`src/rtl/bpwm_pkg.sv`:
```
`timescale 1ns/1ps
package bpwm_pkg;

    typedef enum logic [1:0] {
        SEL_PER  = 2'd0,
        SEL_DUTY = 2'd1,
        SEL_CNT  = 2'd2,
        SEL_NONE = 2'd3
    } wr_sel_e;

endpackage

```
`src/rtl/bpwm_step.sv`:
```
`timescale 1ns/1ps
// Next count/direction for one tick of a channel of width W.
module bpwm_step #(
    parameter int W = 8
) (
    input  logic [W-1:0] cnt_i,
    input  logic         down_i,
    input  logic [W-1:0] per_i,
    input  logic         run_i,
    input  logic         center_i,
    output logic [W-1:0] cnt_o,
    output logic         down_o,
    output logic         wrap_o
);
    logic [W-1:0] inc;
    logic [W-1:0] dec;
    logic [W-1:0] last;

    assign inc  = cnt_i + W'(1);
    assign dec  = cnt_i - W'(1);
    assign last = per_i - W'(1);

    always_comb begin
        cnt_o  = cnt_i;
        down_o = center_i & down_i;
        wrap_o = 1'b0;
        if (run_i && per_i != '0) begin
            if (!center_i) begin
                if (cnt_i >= last) begin
                    cnt_o  = '0;
                    wrap_o = 1'b1;
                end else begin
                    cnt_o = inc;
                end
            end else if (!down_i) begin
                if (cnt_i >= per_i) begin
                    // held count above a shortened period: turn around
                    cnt_o  = last;
                    down_o = 1'b1;
                end else begin
                    cnt_o  = inc;
                    down_o = (inc == per_i);
                end
            end else if (cnt_i <= W'(1)) begin
                cnt_o  = '0;
                down_o = 1'b0;
                wrap_o = 1'b1;
            end else begin
                cnt_o = dec;
            end
        end
    end
endmodule

```
`src/rtl/bpwm_level.sv`:
```
`timescale 1ns/1ps
// Output level for a given count, direction, period, duty and polarity.
module bpwm_level #(
    parameter int W = 8
) (
    input  logic [W-1:0] cnt_i,
    input  logic         down_i,
    input  logic [W-1:0] per_i,
    input  logic [W-1:0] duty_i,
    input  logic         pol_i,
    output logic         level_o
);
    logic active;

    always_comb begin
        if (per_i == '0) begin
            active = 1'b0;
        end else if (duty_i >= per_i) begin
            active = 1'b1;
        end else if (down_i) begin
            active = (cnt_i <= duty_i);
        end else begin
            active = (cnt_i < duty_i);
        end
        level_o = active ? pol_i : ~pol_i;
    end
endmodule

```
`src/rtl/bpwm_pair.sv`:
```
`timescale 1ns/1ps
module bpwm_pair
    import bpwm_pkg::*;
#(
    parameter int CW = 8
) (
    input  logic            clk,
    input  logic            rst_n,
    input  logic            tick_i,
    input  logic [1:0]      en_i,
    input  logic [1:0]      pol_i,
    input  logic [1:0]      center_i,
    input  logic            concat_i,
    input  logic            wr_en_i,
    input  logic [1:0]      wr_reg_i,
    input  logic            wr_ch_i,
    input  logic [CW-1:0]   wr_data_i,
    output logic [2*CW-1:0] cnt_o,
    output logic [1:0]      pwm_o
);
    localparam int NCH = 2;
    localparam int WW  = NCH * CW;

    typedef struct packed {
        logic [NCH-1:0][CW-1:0] cnt;
        logic [NCH-1:0]         down;
        logic [NCH-1:0][CW-1:0] per_buf;
        logic [NCH-1:0][CW-1:0] duty_buf;
        logic [NCH-1:0][CW-1:0] per_act;
        logic [NCH-1:0][CW-1:0] duty_act;
    } core_t;

    core_t            st_q, st_d;
    logic [NCH-1:0]   out_q, out_d;

    wr_sel_e          wr_sel;
    logic [NCH-1:0]   eff_en, eff_ctr, wr_hit, cw_raw, cw_eff, load_v;

    logic [NCH-1:0][CW-1:0] s8_cnt;
    logic [NCH-1:0]         s8_down, s8_wrap, lv8;
    logic [WW-1:0]          s16_cnt;
    logic                   s16_down, s16_wrap, lv16;

    assign wr_sel = wr_sel_e'(wr_reg_i);

    // Control routing: in joined mode channel 1 drives both bytes.
    always_comb begin
        eff_en[1]  = en_i[1];
        eff_ctr[1] = center_i[1];
        eff_en[0]  = concat_i ? en_i[1]     : en_i[0];
        eff_ctr[0] = concat_i ? center_i[1] : center_i[0];
        for (int i = 0; i < NCH; i++) begin
            wr_hit[i] = wr_en_i && (wr_ch_i == 1'(i));
            cw_raw[i] = wr_hit[i] && (wr_sel == SEL_CNT);
        end
        for (int i = 0; i < NCH; i++) begin
            cw_eff[i] = concat_i ? (|cw_raw) : cw_raw[i];
        end
    end

    generate
        for (genvar g = 0; g < NCH; g++) begin : g_lane
            bpwm_step #(.W(CW)) u_step (
                .cnt_i   (st_q.cnt[g]),
                .down_i  (st_q.down[g]),
                .per_i   (st_q.per_act[g]),
                .run_i   (eff_en[g] & tick_i),
                .center_i(eff_ctr[g]),
                .cnt_o   (s8_cnt[g]),
                .down_o  (s8_down[g]),
                .wrap_o  (s8_wrap[g])
            );
            bpwm_level #(.W(CW)) u_level (
                .cnt_i  (st_d.cnt[g]),
                .down_i (st_d.down[g]),
                .per_i  (st_d.per_act[g]),
                .duty_i (st_d.duty_act[g]),
                .pol_i  (pol_i[g]),
                .level_o(lv8[g])
            );
        end
    endgenerate

    bpwm_step #(.W(WW)) u_step_wide (
        .cnt_i   ({st_q.cnt[1], st_q.cnt[0]}),
        .down_i  (st_q.down[1]),
        .per_i   ({st_q.per_act[1], st_q.per_act[0]}),
        .run_i   (en_i[1] & tick_i),
        .center_i(center_i[1]),
        .cnt_o   (s16_cnt),
        .down_o  (s16_down),
        .wrap_o  (s16_wrap)
    );

    bpwm_level #(.W(WW)) u_level_wide (
        .cnt_i  ({st_d.cnt[1], st_d.cnt[0]}),
        .down_i (st_d.down[1]),
        .per_i  ({st_d.per_act[1], st_d.per_act[0]}),
        .duty_i ({st_d.duty_act[1], st_d.duty_act[0]}),
        .pol_i  (pol_i[1]),
        .level_o(lv16)
    );

    // Next state of counters, buffers and working values.
    always_comb begin
        st_d = st_q;
        for (int i = 0; i < NCH; i++) begin
            if (wr_hit[i] && wr_sel == SEL_PER) begin
                st_d.per_buf[i] = wr_data_i;
                if (!eff_en[i]) st_d.per_act[i] = wr_data_i;
            end
            if (wr_hit[i] && wr_sel == SEL_DUTY) begin
                st_d.duty_buf[i] = wr_data_i;
                if (!eff_en[i]) st_d.duty_act[i] = wr_data_i;
            end
            if (concat_i) begin
                st_d.cnt[i]  = s16_cnt[i*CW +: CW];
                st_d.down[i] = s16_down;
                load_v[i]    = s16_wrap;
            end else begin
                st_d.cnt[i]  = s8_cnt[i];
                st_d.down[i] = s8_down[i];
                load_v[i]    = s8_wrap[i];
            end
            if (cw_eff[i]) begin
                st_d.cnt[i]  = '0;
                st_d.down[i] = 1'b0;
                load_v[i]    = 1'b1;
            end
            if (load_v[i]) begin
                st_d.per_act[i]  = st_d.per_buf[i];
                st_d.duty_act[i] = st_d.duty_buf[i];
            end
        end
    end

    // Output level follows the state being loaded on the same edge.
    always_comb begin
        out_d[1] = concat_i ? lv16 : lv8[1];
        out_d[0] = concat_i ? 1'b0 : lv8[0];
    end

    always_ff @(posedge clk) begin
        if (!rst_n) begin
            st_q  <= '0;
            out_q <= '0;
        end else begin
            st_q  <= st_d;
            out_q <= out_d;
        end
    end

    assign cnt_o = {st_q.cnt[1], st_q.cnt[0]};
    assign pwm_o = out_q;

    // a zero working period leaves the count in place
    a_r10_zero_period_holds: assert property (@(posedge clk) disable iff (!rst_n)
        (!concat_i && st_q.per_act[0] == '0 && !wr_en_i) |=> $stable(st_q.cnt[0]));

    // no enable, no movement
    a_r4_disabled_holds: assert property (@(posedge clk) disable iff (!rst_n)
        (!concat_i && !en_i[0] && !wr_en_i) |=> $stable(st_q.cnt[0]));

    // edge mode wraps after the last count of the period
    a_r2_left_wrap: assert property (@(posedge clk) disable iff (!rst_n)
        (!concat_i && en_i[0] && tick_i && !center_i[0] && !wr_en_i &&
         st_q.per_act[0] != '0 && st_q.cnt[0] == st_q.per_act[0] - CW'(1))
        |=> (st_q.cnt[0] == '0));

    // a counter write clears count and direction
    a_r5_count_write_clears: assert property (@(posedge clk) disable iff (!rst_n)
        (wr_en_i && wr_sel == SEL_CNT && !wr_ch_i && !concat_i)
        |=> (st_q.cnt[0] == '0 && !st_q.down[0]));

    // a write to either byte clears the joined count
    a_r12_joined_write_clears: assert property (@(posedge clk) disable iff (!rst_n)
        (wr_en_i && wr_sel == SEL_CNT && concat_i) |=> (cnt_o == '0));

    // low output is quiet while joined
    a_r12_low_output_quiet: assert property (@(posedge clk) disable iff (!rst_n)
        concat_i |=> !pwm_o[0]);
endmodule

```
`config.mk`:
```
export PLATFORM = sky130hd
export DESIGN_NAME = bpwm_pair
export DESIGN_NICKNAME = d
export VERILOG_FILES = /design/src/rtl/bpwm_pkg.sv /design/src/rtl/bpwm_step.sv /design/src/rtl/bpwm_level.sv /design/src/rtl/bpwm_pair.sv
export SDC_FILE = /design/constraint.sdc
export NUM_CORES = 1
export LEC_CHECK = 0
export BUFFER_PORTS_ARGS = -buffer_cell sky130_fd_sc_hd__buf_2
export CAP_MARGIN = 40
export CORE_MARGIN = 1.5
export CORE_UTILIZATION = 36
export DETAILED_ROUTE_END_ITERATION = 10
export GPL_TIMING_DRIVEN = 1
export PLACE_DENSITY_LB_ADDON = 0.2
export SLEW_MARGIN = 20
export SYNTH_ARGS = -nofsm -noshare
export SYNTH_HDL_FRONTEND = slang
export SYNTH_HIERARCHICAL = 1
export SYNTH_SLANG_ARGS = --single-unit
```
`constraint.sdc`:
```
create_clock -name clk -period 5.2 [get_ports clk]
set_input_delay 0.26 -clock clk [delete_from_list [all_inputs] [get_ports clk]]
set_output_delay 0.26 -clock clk [all_outputs]
set_load 0.005 [all_outputs]
```
==> impl_metrics.yaml <==
finish:
  area_growth_pct: 25.88
  drive_gt1_share_pct: 28.83
  final_nets: 1824
  post-route-util_pct: 46.39
  diodes: 0
place:
  hpwl_um: 30650
  io_buffers: 39
  gp_congestion: 0.9069
detailed_routing:
  ant_nets: 0
  avgViaCountPerCell: 5.735
  via_count: 11820
  drt-total-wl_um: 41030
  wl_per_cell_um: 19.91
  drt_first_iter_violations: 923
  dr.pass1.iters: 5
  drcViolationCount: 0
timing:
  finalMaxSlewViolations: 0
  worst_pin_slew_ps: 789.8
  timing.final.ws_setup_ps: -353.4
  setup_viol: 2
  period_needed_ps: 5553
  slew_headroom_pct: 47.12
  max_freq_mhz: 180.1
  rsz0062_at_grt: "yes"
  finClkSkew_ps: 12.00
  fin_crit_sh_pct: 106.8
  hold_viol: 0
logic_synthesis:
  avgSynthCellArea_um2: 7.841
  synthesis.instances: 1449
  ys_types: 101
  yosys_warnings: 6
  syn_nets: 1613
  yosysSeqAreaShare_pct: 14.80
  yosysTopAreaCellShare_pct: 15.64
  syn_area_um2: 11360
  synthFlopType: "dfxtp_1"
  synth_seq_cells: 84
  synth.area.top_cells: "ha_1 16%, dfxtp_1 15%, mux2i_1 5.1%"
  yosys.area.top_type: "ha_1"
  synth_edf_count: 0
  ys_async_sr_fraction_pct: 0
min_path:
  min_from: "rst_n"
  min_to: "st_q[64]$_SDFF_PN0_"
  hold_class: "input port to flop"
  holdPathStages: 2
clock_network:
  cts-hold-fix-buffers: 0
  cts_tree: "built"
  root_buffer: "clkbuf_16"
  clk-insertion-delay-late_ps: 350
  cts.clk_slew.worst_paths_ps: 70
  clockBufferDepth: 2
  cts_made_buffers: 9
  htreeDepth: 3
  cts_sinks: 84
worst_setup_path:
  reg2reg_depth: 27
  arrival_ps: 5840
  reg2reg_slack_ps: -350
  r2r_start: "st_q[16]$_SDFF_PN0_"
  cp-start-kind: "flop"
  critPathMaxFanout: 8
  cp-end-kind: "flop"
  cp.required_ps: 5490
  path_class: "flop to flop"
  r2r_end: "pwm_o[1]$_SDFF_PN0_"
global_routing:
  grt_util_all_layers_pct: 24.64
  grt_pass1_vias: 11496
  antenna_found_initial: 0
  grt.overflow.total: 0
  grt_first_pass_wirelength_um: 64150
  grt_max_degree: 58
floorplan:
  ios: 40
  die_h_um: 180.6
  die-area_um2: 32630
  rows: 64
  initial_utilization_pct: 36.85
  design.core.area_um2: 30830
  die_x_um: 180.6
power:
  peakVddDrop_mv: 0.2027
  power_uw: 4075
  p_leak_uw: 0.006083
  power_density_nw_per_um2: 284.9
flow_run:
  cap_violations: 0
outcome:
  failed_checks: "setup timing"
  status: "finished, violations left"
-- registers in the layout, summed over array words and instances, names as in the netlist --
signal / count
cnt_o: 16
pwm_o: 2
st_q: 66
-- cell type report --
type | count | area, um2
sequential | 84 | 1684
inverter | 123 | 464.2
multi-input combinational | 1144 | 9056
timing repair buffer | 298 | 2292
fill | 3083 | 16530
clock buffer | 9 | 225.2
clock inverter | 7 | 83.83
tap | 396 | 495.5
-- cells by family after synthesis --
kind of cell / share of synthesized area [%]
muxes: 5.407
xor gates and xnor gates: 6.454
and+or+nand+nor: 21.00
AOI/OAI and AO/OA: 27.07
adders and majority gates: 15.64
buffers and inverters: 9.626
DFF: 14.80
-- cells in the mapped netlist (all sizes together) (5+ instances only) --
cell type and count:
ha 142, nor2 128, inv 123, a21oi 105
nand2 95, dfxtp 84, a211oi 80, xnor2 68
buf 66, mux2i 59, o21ai 49, nor3 43
nand4 35, nand3 30, clkbuf 29, nor4 24
and3 22, o211ai 20, o21a 18, nor2b 17
a21o 15, xor2 14, o22ai 12, o31ai 12
a31oi 11, a21boi 10, and2 9, a2111oi 8
o32ai 8, a221oi 7, nand2b 7, o221ai 7
or4 7, a32oi 6, o2111ai 6, or2 6
or3 6, a221o 5, nor3b 5
-- through the flow --
step | setup TNS (ps) | hold WS [ps] | instances | setup WS, ps | cell area (um2)
final | -566.3 | 191.7 | 2061 | -353.4 | 14300
after floorplan | 0 | 381.7 | 1449 | 24.45 | 11430
after detailed placement | -1066 | 506.7 | 1995 | -546.6 | 13140
after global routing | -1230 | 181.6 | 2061 | -675.3 | 14300
after CTS | -379.6 | 181.8 | 2044 | -259.5 | 13950
after global placement | -692.6 | 495.4 | 1993 | -363.1 | 13100
-- cells in the final DEF (no fill, tap or decap), types with 25 or more instances in the layout --
master,instances
buf_4,241
ha_1,136
nor2_1,118
inv_1,118
nand2_1,90
dfxtp_1,82
a21oi_1,76
xnor2_1,66
a211oi_1,52
mux2i_1,47
nor3_1,39
buf_2,39
nand4_1,35
a21oi_2,28
o21ai_0,28
nand3_1,28
a211oi_2,25
-- how the worst max path moves through the flow --
| stage | startpoint | end | slack [ps] | cells past startpoint |
|---|---|---|---|---|
| final | st_q[16]$_SDFF_PN0_ | pwm_o[1]$_SDFF_PN0_ | -350 | 27 |
| after global routing | st_q[16]$_SDFF_PN0_ | pwm_o[1]$_SDFF_PN0_ | -680 | 28 |
| after detailed placement | st_q[16]$_SDFF_PN0_ | pwm_o[1]$_SDFF_PN0_ | -550 | 26 |
| after global placement | st_q[16]$_SDFF_PN0_ | pwm_o[1]$_SDFF_PN0_ | -360 | 25 |
| after floorplan | st_q[17]$_SDFF_PN0_ | pwm_o[1]$_SDFF_PN0_ | 20 | 26 |
| after CTS | st_q[19]$_SDFF_PN0_ | pwm_o[1]$_SDFF_PN0_ | -260 | 29 |
-- metal layers --
metal / up-vias / GRT usage (%) / share of wire [%]
li1: 5737 / - / -
met1: 5605 / 34.68 / 47
met2: 430 / 39.74 / 45
met3: 48 / 3.213 / 6.4
met4: 0 / 5.647 / 1.5
met5: - / 0 / 0
-- power by group --
part / internal [uW] / switching [uW]
registers: 686 / 40.0
logic: 1200 / 1460
clock network: 382 / 299
total: 2270 / 1800
-- repair_timing --
action	in CTS	in global routing
resized for setup	53	42
buffers inserted	32	17
endpoints found under the setup margin	2	2
hold endpoints to repair	0	0
pin swaps	26	40
cloned	1	1
-- critical path, cell delays in order, from the launching register on --
cell and delay, ps:
dfxtp_2 320, or4_4 550, nor4_4 270, nand2_2 140, nor4_2 190, xnor2_1 130
ha_1 320, nand4_1 130, a2111oi_2 330, o41ai_2 150, o211a_4 190, a211oi_4 230
buf_4 170, mux2i_4 70, o21ai_4 190, buf_6 160, clkbuf_16 140, a211oi_2 40
a21oi_2 160, inv_1 60, ha_1 300, nand4_1 170, o31ai_4 310, a221oi_2 110
or3b_1 360, nand4_1 90, mux2i_1 70, nor2_1 120
No activity file was read; power rests on OpenSTA's default activity.
